--- config.mk ---
export PLATFORM = sky130hd
export DESIGN_NAME = vtx_attr_permuter
export DESIGN_NICKNAME = d
export VERILOG_FILES = /design/src/rtl/vap_pkg.sv /design/src/rtl/vap_cfg_regs.sv /design/src/rtl/vap_attr_seq.sv /design/src/rtl/vap_route.sv /design/src/rtl/vtx_attr_permuter.sv
export SDC_FILE = /design/constraint.sdc
export NUM_CORES = 1
export LEC_CHECK = 0
export BUFFER_PORTS_ARGS = -buffer_cell sky130_fd_sc_hd__buf_2
export CAP_MARGIN = 20
export CORE_UTILIZATION = 45
export CTS_CLUSTER_SIZE = 25
export DETAILED_ROUTE_END_ITERATION = 10
export PLACE_DENSITY = 0.8
export SLEW_MARGIN = 20
export SYNTH_ARGS = -nofsm -noshare
export SYNTH_HDL_FRONTEND = slang
export SYNTH_SLANG_ARGS = --single-unit
--- constraint.sdc ---
create_clock -name clk -period 2.9 [get_ports clk]
set_clock_uncertainty 0.1 [all_clocks]
set_input_delay 0.145 -clock clk [delete_from_list [all_inputs] [get_ports clk]]
set_output_delay 0.145 -clock clk [all_outputs]
set_load 0.005 [all_outputs]
--- src/rtl/vap_pkg.sv ---
package vap_pkg;

    localparam int unsigned CFG_W     = 32;
    localparam int unsigned FIELD_W   = 4;
    localparam int unsigned WORD_FLDS = CFG_W / FIELD_W;

    typedef enum logic [1:0] {
        SEL_PERM_LO = 2'd0,
        SEL_PERM_HI = 2'd1,
        SEL_BUFCFG  = 2'd2,
        SEL_SPARE   = 2'd3
    } cfg_sel_e;

    localparam logic [7:0] GEOM_ON_CODE  = 8'h08;
    localparam logic [7:0] GEOM_OFF_CODE = 8'hA0;

    typedef struct packed {
        logic [7:0]         geom_code;
        logic [FIELD_W-1:0] last_idx;
    } buf_cfg_t;

    typedef struct packed {
        logic [CFG_W-1:0] perm_hi;
        logic [CFG_W-1:0] perm_lo;
        buf_cfg_t         bcfg;
    } cfg_set_t;

    function automatic logic [CFG_W-1:0] identity_word(input int unsigned base);
        logic [CFG_W-1:0] w;
        w = '0;
        for (int unsigned i = 0; i < WORD_FLDS; i++) begin
            w[i*FIELD_W +: FIELD_W] = FIELD_W'(base + i);
        end
        return w;
    endfunction

    function automatic cfg_set_t reset_cfg();
        cfg_set_t c;
        c.perm_lo        = identity_word(0);
        c.perm_hi        = identity_word(WORD_FLDS);
        c.bcfg.geom_code = GEOM_OFF_CODE;
        c.bcfg.last_idx  = '0;
        return c;
    endfunction

endpackage

--- src/rtl/vap_cfg_regs.sv ---
module vap_cfg_regs
    import vap_pkg::*;
(
    input  logic             clk,
    input  logic             rst,
    input  logic             cfg_we,
    input  logic [1:0]       cfg_sel,
    input  logic [CFG_W-1:0] cfg_wdata,
    input  logic             at_start,
    input  logic             accept,
    output cfg_set_t         eff_cfg
);
    cfg_set_t shadow_q;
    cfg_set_t active_q;
    cfg_sel_e sel;

    assign sel = cfg_sel_e'(cfg_sel);

    wire unused_cfg_bits = ^cfg_wdata[23:FIELD_W];

    always_ff @(posedge clk) begin
        if (rst) begin
            shadow_q <= reset_cfg();
        end else if (cfg_we) begin
            case (sel)
                SEL_PERM_LO: shadow_q.perm_lo <= cfg_wdata;
                SEL_PERM_HI: shadow_q.perm_hi <= cfg_wdata;
                SEL_BUFCFG: begin
                    shadow_q.bcfg.geom_code <= cfg_wdata[31:24];
                    shadow_q.bcfg.last_idx  <= cfg_wdata[FIELD_W-1:0];
                end
                default: ;
            endcase
        end
    end

    // the set in use is captured when the first attribute of a vertex is taken
    always_ff @(posedge clk) begin
        if (rst) begin
            active_q <= reset_cfg();
        end else if (at_start && accept) begin
            active_q <= shadow_q;
        end
    end

    assign eff_cfg = at_start ? shadow_q : active_q;

endmodule

--- src/rtl/vap_attr_seq.sv ---
module vap_attr_seq #(
    parameter int unsigned MAX_ATTR = 16,
    localparam int unsigned CNT_W   = $clog2(MAX_ATTR)
) (
    input  logic             clk,
    input  logic             rst,
    input  logic             accept,
    input  logic [CNT_W-1:0] last_idx,
    output logic [CNT_W-1:0] pos,
    output logic             at_start,
    output logic             done_q
);
    logic [CNT_W-1:0] pos_q;
    logic             is_last;

    assign is_last  = (pos_q == last_idx);
    assign pos      = pos_q;
    assign at_start = (pos_q == '0);

    always_ff @(posedge clk) begin
        if (rst) begin
            pos_q  <= '0;
            done_q <= 1'b0;
        end else begin
            done_q <= accept && is_last;
            if (accept) begin
                pos_q <= is_last ? '0 : pos_q + 1'b1;
            end
        end
    end

endmodule

--- src/rtl/vap_route.sv ---
module vap_route
    import vap_pkg::*;
#(
    parameter int unsigned DATA_W   = 128,
    parameter int unsigned MAX_ATTR = 16,
    localparam int unsigned CNT_W   = $clog2(MAX_ATTR)
) (
    input  logic               clk,
    input  logic               rst,
    input  logic               accept,
    input  logic [CNT_W-1:0]   pos,
    input  logic [CFG_W-1:0]   perm_lo,
    input  logic [CFG_W-1:0]   perm_hi,
    input  logic [DATA_W-1:0]  data_in,
    output logic               we_q,
    output logic [FIELD_W-1:0] addr_q,
    output logic [DATA_W-1:0]  data_q
);
    logic [FIELD_W-1:0] dest_tab [MAX_ATTR];

    for (genvar g = 0; g < MAX_ATTR; g++) begin : g_fld
        if (g < WORD_FLDS) begin : g_lo
            assign dest_tab[g] = perm_lo[g*FIELD_W +: FIELD_W];
        end else begin : g_hi
            assign dest_tab[g] = perm_hi[(g-WORD_FLDS)*FIELD_W +: FIELD_W];
        end
    end

    always_ff @(posedge clk) begin
        if (rst) begin
            we_q   <= 1'b0;
            addr_q <= '0;
            data_q <= '0;
        end else begin
            we_q <= accept;
            if (accept) begin
                addr_q <= dest_tab[pos];
                data_q <= data_in;
            end
        end
    end

endmodule

--- src/rtl/vtx_attr_permuter.sv ---
module vtx_attr_permuter
    import vap_pkg::*;
#(
    parameter int unsigned DATA_W   = 128,
    parameter int unsigned MAX_ATTR = 16
) (
    input  logic               clk,
    input  logic               rst,
    input  logic               cfg_we,
    input  logic [1:0]         cfg_sel,
    input  logic [CFG_W-1:0]   cfg_wdata,
    input  logic               attr_valid,
    input  logic [DATA_W-1:0]  attr_data,
    output logic               rf_we,
    output logic [FIELD_W-1:0] rf_waddr,
    output logic [DATA_W-1:0]  rf_wdata,
    output logic               vtx_done,
    output logic               geom_used
);
    localparam int unsigned CNT_W = $clog2(MAX_ATTR);

    cfg_set_t         eff_cfg;
    logic [CNT_W-1:0] pos;
    logic             at_start;

    vap_cfg_regs u_cfg (
        .clk       (clk),
        .rst       (rst),
        .cfg_we    (cfg_we),
        .cfg_sel   (cfg_sel),
        .cfg_wdata (cfg_wdata),
        .at_start  (at_start),
        .accept    (attr_valid),
        .eff_cfg   (eff_cfg)
    );

    vap_attr_seq #(.MAX_ATTR(MAX_ATTR)) u_seq (
        .clk      (clk),
        .rst      (rst),
        .accept   (attr_valid),
        .last_idx (eff_cfg.bcfg.last_idx[CNT_W-1:0]),
        .pos      (pos),
        .at_start (at_start),
        .done_q   (vtx_done)
    );

    vap_route #(.DATA_W(DATA_W), .MAX_ATTR(MAX_ATTR)) u_route (
        .clk     (clk),
        .rst     (rst),
        .accept  (attr_valid),
        .pos     (pos),
        .perm_lo (eff_cfg.perm_lo),
        .perm_hi (eff_cfg.perm_hi),
        .data_in (attr_data),
        .we_q    (rf_we),
        .addr_q  (rf_waddr),
        .data_q  (rf_wdata)
    );

    assign geom_used = (eff_cfg.bcfg.geom_code == GEOM_ON_CODE);

endmodule

; ---- Word level (Yosys, flattened, before mapping)
; Cells that the tools add are included.
[totals]
rom_bits = 0
regBits = 290
memories = 0
inputBits = 166
output_inout_bits = 135
mem_bits_rw = 0
latch_bits = 0
wordCells = 32
[op_classes]
n_addsub = 1
muxes = 5
div_mod_pow = 0
multipliers = 0
bitwise_logic = 1
n_reduce_logical = 7
shift = 0
eq_ne = 4
magnitude_cmp = 1
[ops]
columns = cell, n
row1 = $mux 76, 1
row2 = $bmux 4 s4, 1
row3 = $mux 4, 3
row4 = $eq 8x4->1 const B, 1
row5 = $reduce_and 2->1, 3
row6 = $ge 5x5->1 const B, 1
row7 = $not 4->5, 1
row8 = $add 4x1->4 const B, 1
row9 = $eq 4x4->1, 1
row10 = $logic_not 4->1, 1
row11 = $eq 2x1->1 const B, 1
row12 = $eq 2x2->1 const B, 1
row13 = $logic_and 1x1->1, 2
row14 = $logic_not 2->1, 1

; ---- Longest topological paths before layout
; Gate-level depths: netlist of run 1.
[depth]
depth_word = 5
mapped_depth = 11

; ---- By module
; From an unflattened synthesis of run 1, not the netlist that was laid out.
[hier_totals]
hier_cells = 1233
hier_area_um2 = 12534.5
[by_module_without_submodules]
columns = mod, seq_area_each_um2, area_per_inst_um2, instances, cells_each
row1 = vap_cfg_regs, 3042.9, 7006.7, 1, 693
row2 = vap_route, 2662.6, 5201.2, 1, 505
row3 = vap_attr_seq, 100.1, 306.5, 1, 32
row4 = vtx_attr_permuter, 0.0, 20.0, 1, 3

; ---- Least setup slack after synthesis of run 1
; No wires, ideal clock.
[synth_timing]
path_kind = register to register
startpoint = register u_seq.pos_q[0], in the netlist u_seq.pos[0]
endpoint = register u_route.addr_q[3]
stages_incl_launch_ff = 11
path_slack_ps = 196
path_buffers = 3
arrival_ps = 2469
setup_time_ps = 135
period_less_slack_ps = 2704
t_required_ps = 2665
path_cell_list = dfxtp_1 > buf_4 > inv_1 > clkbuf_1 > ha_1 > or3b_1 > buf_6 > or3_1 > a311o_1 > o311ai_1 > a221oi_1
[synth_between]
elab_chain_len = 5
elab_cells_between_ends = 6
[synth_lines]
columns = element, line_no
row1 = "start, declared", vap_attr_seq.sv:13  ; logic [CNT_W-1:0] pos_q;
row2 = "start signal, assigned", vap_attr_seq.sv:27  ; pos_q <= is_last ? '0 : pos_q + 1'b1;
row3 = $logic_not 4->1, vap_attr_seq.sv:18  ; assign at_start = (pos_q == '0);
row4 = $mux 76, vap_cfg_regs.sv:46  ; assign eff_cfg = at_start ? shadow_q : active_q;
row5 = $bmux 4 s4 (*), vap_route.sv:37  ; addr_q <= dest_tab[pos];
row6 = $mux 4 (implied by the code) (*) (2 in series), vap_route.sv:37
row7 = "end signal, assigned", vap_route.sv:37
row8 = "end, declared", vap_route.sv:16  ; output logic [FIELD_W-1:0] addr_q,
; Mark *: on every way between the ends. The rest lies on a longest branch, timed or not. The select of a mux whose other input is x is not followed.
; A chain may end at the register's enable or synchronous reset.

; ---- Worst setup path after layout of run 1
[layout_timing]
startpoint = register u_seq.pos_q[1], in the netlist u_seq.pos[1]
endpoint = register u_route.addr_q[2]
; The elaborated chain is that of the path after synthesis.

==> results of run 1 <==
registers in the layout, indices dropped and copies added, names as in the netlist:
register / count
u_route.we_q: 1
u_route.data_q: 128
u_seq.pos: 4
u_cfg.active_q: 76
u_seq.done_q: 1
u_route.addr_q: 4
u_cfg.shadow_q: 76
where the power goes:
group | total [uW] | internal, uW | leakage, uW | switching (uW)
clock | 3660 | 2130 | 0.000450 | 1530
combinational | 1220 | 583 | 0.00422 | 633
sequential | 4320 | 4190 | 0.00238 | 128
total | 9200 | 6910 | 0.00705 | 2290
final timing paths:
path,to,cells after the start,from
setup / recovery,u_route.addr_q[2]$_SDFFE_PP0P_,7,u_seq.pos[1]$_SDFFE_PP0P_
hold / removal,u_cfg.shadow_q[7]$_SDFFE_PP0P_,4,cfg_sel[0]
setup reg to reg,u_route.addr_q[2]$_SDFFE_PP0P_,7,u_seq.pos[1]$_SDFFE_PP0P_
hold reg to reg,u_cfg.active_q[43]$_SDFFE_PP0P_,2,u_cfg.shadow_q[43]$_SDFFE_PP0P_
per-layer routing:
layer,GRT usage,vias up
li1,-,4972
met1,0.3221,4988
met2,0.4815,551
met3,0.05158,153
met4,0.1927,0
met5,0,-
logic make-up (layout without fill, tap and decap cells):
logic type	Yosys count	count (layout)	share of synthesized area
compound gates	121	121	0.06294
xor+xnor	2	2	0.001571
fa+ha+maj	2	2	0.002244
buf+inv	97	541	0.03545
flops	290	290	0.5206
mux	153	153	0.1530
simple gates	567	567	0.2242
metrics by stage:
step | setup slack [ns] | power [uW] | instance area, um2 | utilization
final | 0.1729 | 9199 | 15480 | 0.6365
after global routing | 0.03276 | 9510 | 15480 | 0.6365
after CTS | 0.1867 | 9183 | 15480 | 0.6365
after detailed placement | 0.2053 | 5361 | 12860 | 0.5288
after global placement | 0.3213 | 5327 | 12860 | 0.5288
after floorplan | 0.1958 | 4951 | 11150 | -
cell usage in the layout (no fill, tap or decap), types with 3 or more instances in the layout:
master,count
inv_1,4
clkbuf_16,29
or3_1,3
o221ai_1,3
clkbuf_8,6
clkbuf_1,7
nor4_1,5
buf_4,14
a21oi_1,90
mux2i_1,139
nand2_1,319
a221oi_1,4
and3b_1,3
nand3_1,5
dlygate4sd3_1,170
buf_2,298
nor3_1,4
o32ai_1,4
mux4_2,14
clkinv_2,4
nor2_1,140
dfxtp_1,290
nand3b_1,70
cell type report:
type / count / area (um2) / share of cell area
clock buffer: 41 / 820.8 / 0.05302
clock inverter: 8 / 96.34 / 0.006224
inverter: 6 / 22.52 / 0.001455
multi-input combinational: 845 / 4966 / 0.3208
sequential: 290 / 5806 / 0.3750
tap: 324 / 405.4 / 0.02619
timing repair buffer: 486 / 3363 / 0.2173
repair_timing:
item,CTS,global route
hold buffers,170,0
hold endpoints to repair,206,0
buffers inserted,0,0
gates resized for setup,0,0
tightest hold or removal path, cell delays in order:
cell and delay (ns):
buf_2 0.14, nor2_1 0.20, nand2_1 0.12, a21oi_1 0.05
==> impl_metrics.py, run 1 <==
metrics = {
    "grt": {
        "antenna_found_initial": 0,
        "grt_pass1_wl_um": 57460,
        "grt_max_degree": 108,
        "grt_usage": 0.2823,
        "grt_pass1_vias": 10720,
        "overflow": 0,
    },
    "drt": {
        "dr_wl_met3_um": 2480,
        "firstDrtPassIters": 5,
        "ant_nets": 0,
        "top_layer": "met4",
        "post-route-drc-count": 0,
        "wl_um": 37130,
        "wl_met2_um": 17680,
        "via_per_inst": 5.332,
        "wire_per_inst_um": 18.56,
        "vias": 10660,
        "drt_iter0_markers": 1045,
        "m1WireLength_um": 14220,
    },
    "yosys": {
        "synth.cell_area_um2": 11150,
        "yosys_warnings": 0,
        "ys_types": 49,
        "synthTopCellsByArea": "dfxtp_1, mux2i_1, nand2_1, nor2_1, nand3b_1",
        "synth_edf_count": 0,
        "ys_seq_area_frac": 0.5206,
        "ys_ff_latch": 290,
        "synth_top_cell_by_area": "dfxtp_1",
        "netlist_instances": 1232,
        "synth_area_per_cell_um2": 9.052,
        "synth_top_cell_area_share": 0.5206,
        "synthFlopType": "dfxtp_1",
        "async_flop_share": 0,
        "yosys-top-cells-count": "nand2_1, dfxtp_1, nor2_1",
        "syn_nets": 1400,
        "synth_most_common_cell": "nand2_1",
    },
    "critical_path": {
        "r2r_slack_ns": 0.17,
        "path_cells": "inv_1 > ha_1 > or3b_1 > buf_4 > mux4_2 > a221oi_1 > o32ai_1",
        "cpLargestDelayFamily": "simple AND/OR/NAND/NOR gates",
        "path_class": "reg2reg",
        "worstSetupEndpointType": "flop",
        "cp-start-kind": "flop",
        "cp_slowest_stage_delay_ns": 0.63,
        "cp.arrival_ns": 3.02,
        "required_ns": 3.19,
        "crit_path_max_fanout": 11,
        "cp_num_buf_inv": 2,
        "cpMaxStageDelayCell": "or3b_1",
    },
    "floorplan": {
        "fp-row-count": 57,
        "core_area_um2": 24320,
        "ioPinCount": 301,
        "die-width_um": 159.4,
        "die_h_um": 159.4,
        "start_util": 0.4586,
        "die-area_um2": 25420,
    },
    "pwr": {
        "pwr_density_cell_nw_per_um2": 594.3,
        "vdd_drop_max_uv": 500.5,
        "power.leakage_uw": 0.007055,
    },
    "placed_design": {
        "dp_cells": 1781,
        "place.gp.congestion": 0.8797,
        "port_buffers": 300,
        "post-dp-hpwl_um": 21050,
    },
    "sta": {
        "post-route-min-period_ns": 2.727,
        "slew_viol_final": 0,
        "finalSetupViolCount": 0,
        "worstMarginPinSlew_ns": 0.8368,
        "rsz0062_at_grt": "no",
        "whs_ns": 0.06283,
        "hold_viol": 0,
        "setup_tns_ns": 0,
        "clock.fmax_mhz": 366.7,
        "maxSlewHeadroom": 0.4401,
        "finalCritPeriodShare": 0.9404,
    },
    "clocking": {
        "cts_buffers": 29,
        "clk_pin_slew_ns": 0.06,
        "insertion_delay_ns": 0.54,
        "cts_tree": "built",
        "cts_max_path_buffers": 3,
        "clock_sinks": 290,
        "htree_levels": 1,
        "clockRootBuffer": "clkbuf_16",
    },
    "layout": {
        "fin_nets": 1826,
        "fin_cells": 2000,
        "num_antenna_cells": 0,
        "syn2layout_area_growth_pct": 38.81,
        "drive_gt1_frac": 0.2255,
        "nFillCells": 1826,
    },
    "worst_hold_path": {
        "min_path_type": "in2reg",
    },
    "run_status": {
        "status": "complete, no violations",
    },
    "run": {
        "maxCapViolCount": 0,
    },
}
No activity file was read; power rests on OpenSTA's default activity.
==> run 2, diff against run 1 <==
Settings changed: CTS_BUF_LIST set to sky130_fd_sc_hd__clkbuf_8.
==> run 2 against run 1 <==
  * Total power is 4.2% lower
  * Clock-buffer cell count grew 12
  * Critical path type unchanged
  * Utilization up 0.15 points
  * Largest cell class unchanged
  * Largest power group unchanged
  * Sequential power is essentially flat
  * Wire length down 2.5%
  * Die area is the same
==> impl_metrics.py, run 2 (synthesis results as in run 1) <==
metrics = {
    "run_status": {
        "status": "complete, no violations",
    },
    "sta": {
        "worst_slack_ns": 0.1444,
        "slew_viol_final": 0,
        "maxSlewHeadroom": 0.4465,
        "finalCritPeriodShare": 0.9502,
        "worstMarginPinSlew_ns": 0.8272,
        "rsz0062_at_grt": "no",
        "clock.fmax_mhz": 362.9,
        "setup_tns_ns": 0,
        "post-route-min-period_ns": 2.756,
        "hold_viol": 0,
        "finalSetupViolCount": 0,
    },
    "layout": {
        "syn2layout_area_growth_pct": 39.15,
        "fin_nets": 1853,
        "drive_gt1_frac": 0.2305,
        "final_cell_mix": "nand2_1, buf_2, dfxtp_1",
        "largest_register_ffs": 128,
        "reg_top3": "u_route.data_q x128, u_cfg.active_q x76, u_cfg.shadow_q x76",
        "num_antenna_cells": 0,
        "top_register": "u_route.data_q",
        "design_area_um2": 15520,
        "final_common_cell": "nand2_1",
    },
    "critical_path": {
        "cp_slowest_stage_delay_ns": 0.64,
        "path_cells": "inv_1 > ha_1 > or3b_1 > buf_4 > mux4_2 > mux2i_1 > o21ai_0 > o31a_1",
        "cpMaxStageDelayCell": "or3b_1",
        "cp.arrival_ns": 3.13,
        "path_class": "reg2reg",
        "cp-start-kind": "flop",
        "r2r_cells": 8,
        "required_ns": 3.27,
        "worstSetupEndpointType": "flop",
        "r2r_slack_ns": 0.14,
        "reg2reg_to": "u_route.addr_q[0]$_SDFFE_PP0P_",
        "r2r_start": "u_seq.pos[1]$_SDFFE_PP0P_",
        "crit_path_max_fanout": 11,
    },
    "clocking": {
        "clock_sinks": 290,
        "cts_max_path_buffers": 3,
        "cts_buffers": 47,
        "clockRootBuffer": "clkbuf_8",
        "post-cts-setup-buffer-count": 0,
        "clk_pin_slew_ns": 0.06,
        "cts_hold_buf": 179,
        "insertion_delay_ns": 0.57,
        "ctsResizeCount": 0,
        "htree_levels": 2,
        "cts_tree": "built",
    },
    "pwr": {
        "swShare": 0.2664,
        "pwr_density_cell_nw_per_um2": 567.7,
        "p_sw_uw": 2347,
        "power.leakage_uw": 0.007160,
        "power.share.clock": 0.371,
        "seq_power_share": 0.491,
        "total_power_uw": 8809,
        "pwr-share-comb": 0.138,
        "intPower_uw": 6463,
        "vdd_drop_max_uv": 459.7,
    },
    "grt": {
        "grt_pass1_vias": 10610,
        "grt_max_degree": 108,
        "grt_pass1_wl_um": 56560,
        "antenna_found_initial": 0,
        "grt_usage": 0.2771,
        "overflow": 0,
    },
    "drt": {
        "drt_iter0_markers": 871,
        "wire_per_inst_um": 17.74,
        "via_per_inst": 5.223,
        "ant_nets": 0,
        "vias": 10670,
        "post-route-drc-count": 0,
        "firstDrtPassIters": 5,
        "wl_um": 36220,
    },
    "floorplan": {
        "core_area_um2": 24320,
        "start_util": 0.4586,
        "fp-row-count": 57,
        "die_h_um": 159.4,
        "die-area_um2": 25420,
        "ioPinCount": 301,
        "die-width_um": 159.4,
    },
    "placed_design": {
        "place_area_um2": 12860,
        "preCtsSetupSlack_ns": 0.2053,
        "post-dp-hpwl_um": 21050,
        "port_buffers": 300,
        "place.gp.congestion": 0.8797,
    },
    "worst_hold_path": {
        "min_to": "u_cfg.shadow_q[0]$_SDFFE_PP0P_",
        "whs_path_depth": 5,
        "hold_path.startpoint": "cfg_sel[1]",
        "min_path_type": "in2reg",
    },
    "run": {
        "maxCapViolCount": 0,
    },
}
[run 2: changes by cell type in the layout (fill, tap and decap cells not counted), sizes merged]
| cell | before | now |
|---|---|---|
| bufinv | 2 | 0 |
| clkbuf | 42 | 54 |
| dlygate4sd3 | 170 | 179 |
| inv | 4 | 27 |
[run 2: worst max path at each step]
stage / start / end / slack (ns) / cells after the start
final: u_seq.pos[1]$_SDFFE_PP0P_ / u_route.addr_q[0]$_SDFFE_PP0P_ / 0.14 / 8
after CTS: u_seq.pos[1]$_SDFFE_PP0P_ / u_route.addr_q[0]$_SDFFE_PP0P_ / 0.15 / 8
after detailed placement: u_seq.pos[1]$_SDFFE_PP0P_ / u_route.addr_q[0]$_SDFFE_PP0P_ / 0.21 / 8
after floorplan: u_seq.pos[0]$_SDFFE_PP0P_ / u_route.addr_q[3]$_SDFFE_PP0P_ / 0.20 / 10
after global routing: u_seq.pos[1]$_SDFFE_PP0P_ / u_route.addr_q[0]$_SDFFE_PP0P_ / 0.06 / 8
after global placement: u_seq.pos[1]$_SDFFE_PP0P_ / u_route.addr_q[0]$_SDFFE_PP0P_ / 0.32 / 8
[run 2: worst max-delay path: cells and delay by family, from the launching register on]
| family | cells | cell delay (ns) |
|---|---|---|
| AO/OA/AOI/OAI | 2 | 0.35 |
| multiplexers | 2 | 0.47 |
| flip-flops | 1 | 0.31 |
| buffers and inverters | 2 | 0.44 |
| AND/OR/NAND/NOR | 1 | 0.64 |
| adder cells (fa/ha/maj) | 1 | 0.34 |
[run 2: per-stage QoR]
step | instances | utilization | hold WS (ns)
3_5_place_dp | 1781 | 0.5288 | 0.2764
2_1_floorplan | 1232 | - | 0.1658
5_1_grt | 2042 | 0.6381 | 0.08323
4_1_cts | 2042 | 0.6381 | 0.03148
6_report | 2042 | 0.6381 | 0.06190
3_3_place_gp | 1781 | 0.5288 | 0.2681
[run 2: power by group through the flow]
stage          clock (uW)  combinational, uW  sequential (uW)
2_1_floorplan           0                572             4380
3_3_place_gp            0                942             4380
3_5_place_dp            0                966             4390
4_1_cts              3320               1170             4310
5_1_grt              3520               1300             4340
6_report             3270               1220             4320
[run 2: cell type report]
class	instances	area [um2]
repair buffers	495	3453
clock inverters	29	135.1
multi-input cells	845	4966
flip-flops and latches	290	5806
inverters	6	22.52
clock buffers	53	729.5
fillers	1825	8802
well taps	324	405.4
[run 2: layer usage]
metal	part of all wire	routed length, um	global-route usage	up-vias
met3	0.062	2229	0.05184	157
met5	0	0	0	-
li1	-	-	-	5033
met4	0.074	2667	0.1949	0
met1	0.40	14320	0.3220	4977
met2	0.47	17000	0.4619	499
==> run 3, diff against run 2 <==
Settings changed: CAP_MARGIN 20 to not set, MAX_ROUTING_LAYER set to met4.
==> run 3 against run 2 <==
  * Flip-flop and latch count is the same
  * Maximum frequency grew 4.7%
  * Sequential power is essentially flat
  * Critical path type is now reg2out
  * Largest cell class unchanged
==> impl_metrics.py, run 3 (synthesis results as in run 1) <==
metrics = {
    "layout": {
        "final_util": 0.6424,
        "nFillCells": 1806,
        "top_register": "u_route.data_q",
        "design_area_um2": 15620,
        "regArea_um2": 5806,
        "final_cell_mix": "nand2_1, buf_2, dfxtp_1",
        "num_antenna_cells": 0,
        "fin_nets": 1842,
        "largest_register_ffs": 128,
        "syn2layout_area_growth_pct": 40.09,
        "final_common_cell": "nand2_1",
        "drive_gt1_frac": 0.2392,
        "reg_top3": "u_route.data_q x128, u_cfg.active_q x76, u_cfg.shadow_q x76",
        "multiInputGateArea_um2": 4966,
    },
    "run": {
        "maxCapViolCount": 0,
    },
    "critical_path": {
        "required_ns": 2.65,
        "worstSetupEndpointType": "output port",
        "crit_path_max_fanout": 8,
        "path_class": "reg2out",
        "cp.arrival_ns": 2.39,
        "cp-start-kind": "flop",
    },
    "clocking": {
        "cts_buffers": 47,
        "clk_pin_slew_ns": 0.06,
        "clockRootBuffer": "clkbuf_8",
        "cts_max_path_buffers": 3,
        "insertion_delay_ns": 0.59,
        "clock_sinks": 290,
        "post-cts-setup-buffer-count": 0,
        "cts_tree": "built",
        "htree_levels": 2,
    },
    "drt": {
        "drt_iter0_markers": 972,
        "post-route-drc-count": 0,
        "firstDrtPassIters": 6,
        "via_per_inst": 5.340,
        "wire_per_inst_um": 18.50,
        "wl_um": 37640,
        "ant_nets": 0,
        "vias": 10860,
    },
    "worst_hold_path": {
        "min_path_type": "in2reg",
    },
    "grt": {
        "antenna_found_initial": 0,
        "grt_pass1_wl_um": 58970,
        "grt_usage": 0.3006,
        "grt_max_degree": 97,
        "overflow": 0,
        "grt_pass1_vias": 10770,
    },
    "placed_design": {
        "place.gp.congestion": 0.8881,
        "post-dp-hpwl_um": 20810,
        "place_area_um2": 12900,
        "port_buffers": 300,
    },
    "pwr": {
        "pwr_density_cell_nw_per_um2": 605.5,
        "vdd_drop_max_uv": 358.9,
        "power.leakage_uw": 0.007214,
    },
    "sta": {
        "hold_viol": 0,
        "post-route-min-period_ns": 2.631,
        "worstMarginPinSlew_ns": 0.8801,
        "setup_tns_ns": 0,
        "clock.fmax_mhz": 380.1,
        "slew_viol_final": 0,
        "finalCritPeriodShare": 0.9071,
        "maxSlewHeadroom": 0.4111,
        "rsz0062_at_grt": "no",
        "finalSetupViolCount": 0,
    },
    "floorplan": {
        "start_util": 0.4586,
        "ioPinCount": 301,
        "die-width_um": 159.4,
        "die_h_um": 159.4,
        "fp-row-count": 57,
        "core_area_um2": 24320,
        "die-area_um2": 25420,
    },
    "run_status": {
        "status": "complete, no violations",
    },
}
run 3: area by class of cell:
class | count | area share
Timing Repair Buffer | 484 | 0.2153
Tap cell | 324 | 0.02595
Clock inverter | 24 | 0.01410
Inverter | 6 | 0.001442
Sequential cell | 290 | 0.3716
Clock buffer | 61 | 0.05374
Multi-Input combinational cell | 845 | 0.3179
run 3: per-stage QoR:
step	worst slack, ns	instances	hold WS (ns)	total power (uW)
2_1_floorplan	0.1958	1232	0.1658	4951
3_3_place_gp	0.5046	1783	0.2699	5333
3_5_place_dp	0.4499	1783	0.2725	5362
4_1_cts	0.2542	2034	0.002338	9396
5_1_grt	0.1332	2034	0.03777	9806
6_report	0.2693	2034	0.02960	9459
run 3: what timing repair did:
action | 4_1_cts | 5_1_grt
endpoints found under the hold margin | 206 | 0
hold buffers | 166 | 0
gates resized for setup | 0 | 0
run 3: worst max-delay path, cell delays in order (launching register included):
cell and delay, ns:
dfxtp_1 0.31, inv_1 0.14, ha_1 0.19, buf_4 0.16, nor3b_1 0.46, buf_4 0.23
nand3_1 0.08, nand2_1 0.10, buf_2 0.13
run 3: final timing paths:
path / start / endpoint / cells after the start / slack, ns
max reg2reg: u_seq.pos[1]$_SDFFE_PP0P_ / u_route.addr_q[2]$_SDFFE_PP0P_ / 7 / 0.35
max: u_seq.pos[1]$_SDFFE_PP0P_ / geom_used / 8 / 0.27
min: rst / u_cfg.active_q[49]$_SDFFE_PP0P_ / 2 / 0.03
min reg2reg: u_cfg.shadow_q[43]$_SDFFE_PP0P_ / u_cfg.active_q[43]$_SDFFE_PP0P_ / 2 / 0.30
run 3: per-layer routing:
layer	wire length (um)	vias to the layer above	track usage
met2	17550	542	0.4773
met4	2588	0	0.1949
met1	14870	5135	0.3400
li1	-	5028	-
met5	0	-	-
met3	2626	157	0.07085
run 3: power by group:
group	switching [uW]	total [uW]	internal (uW)
logic	635	1210	579
clock network	1670	3920	2250
registers	129	4320	4200
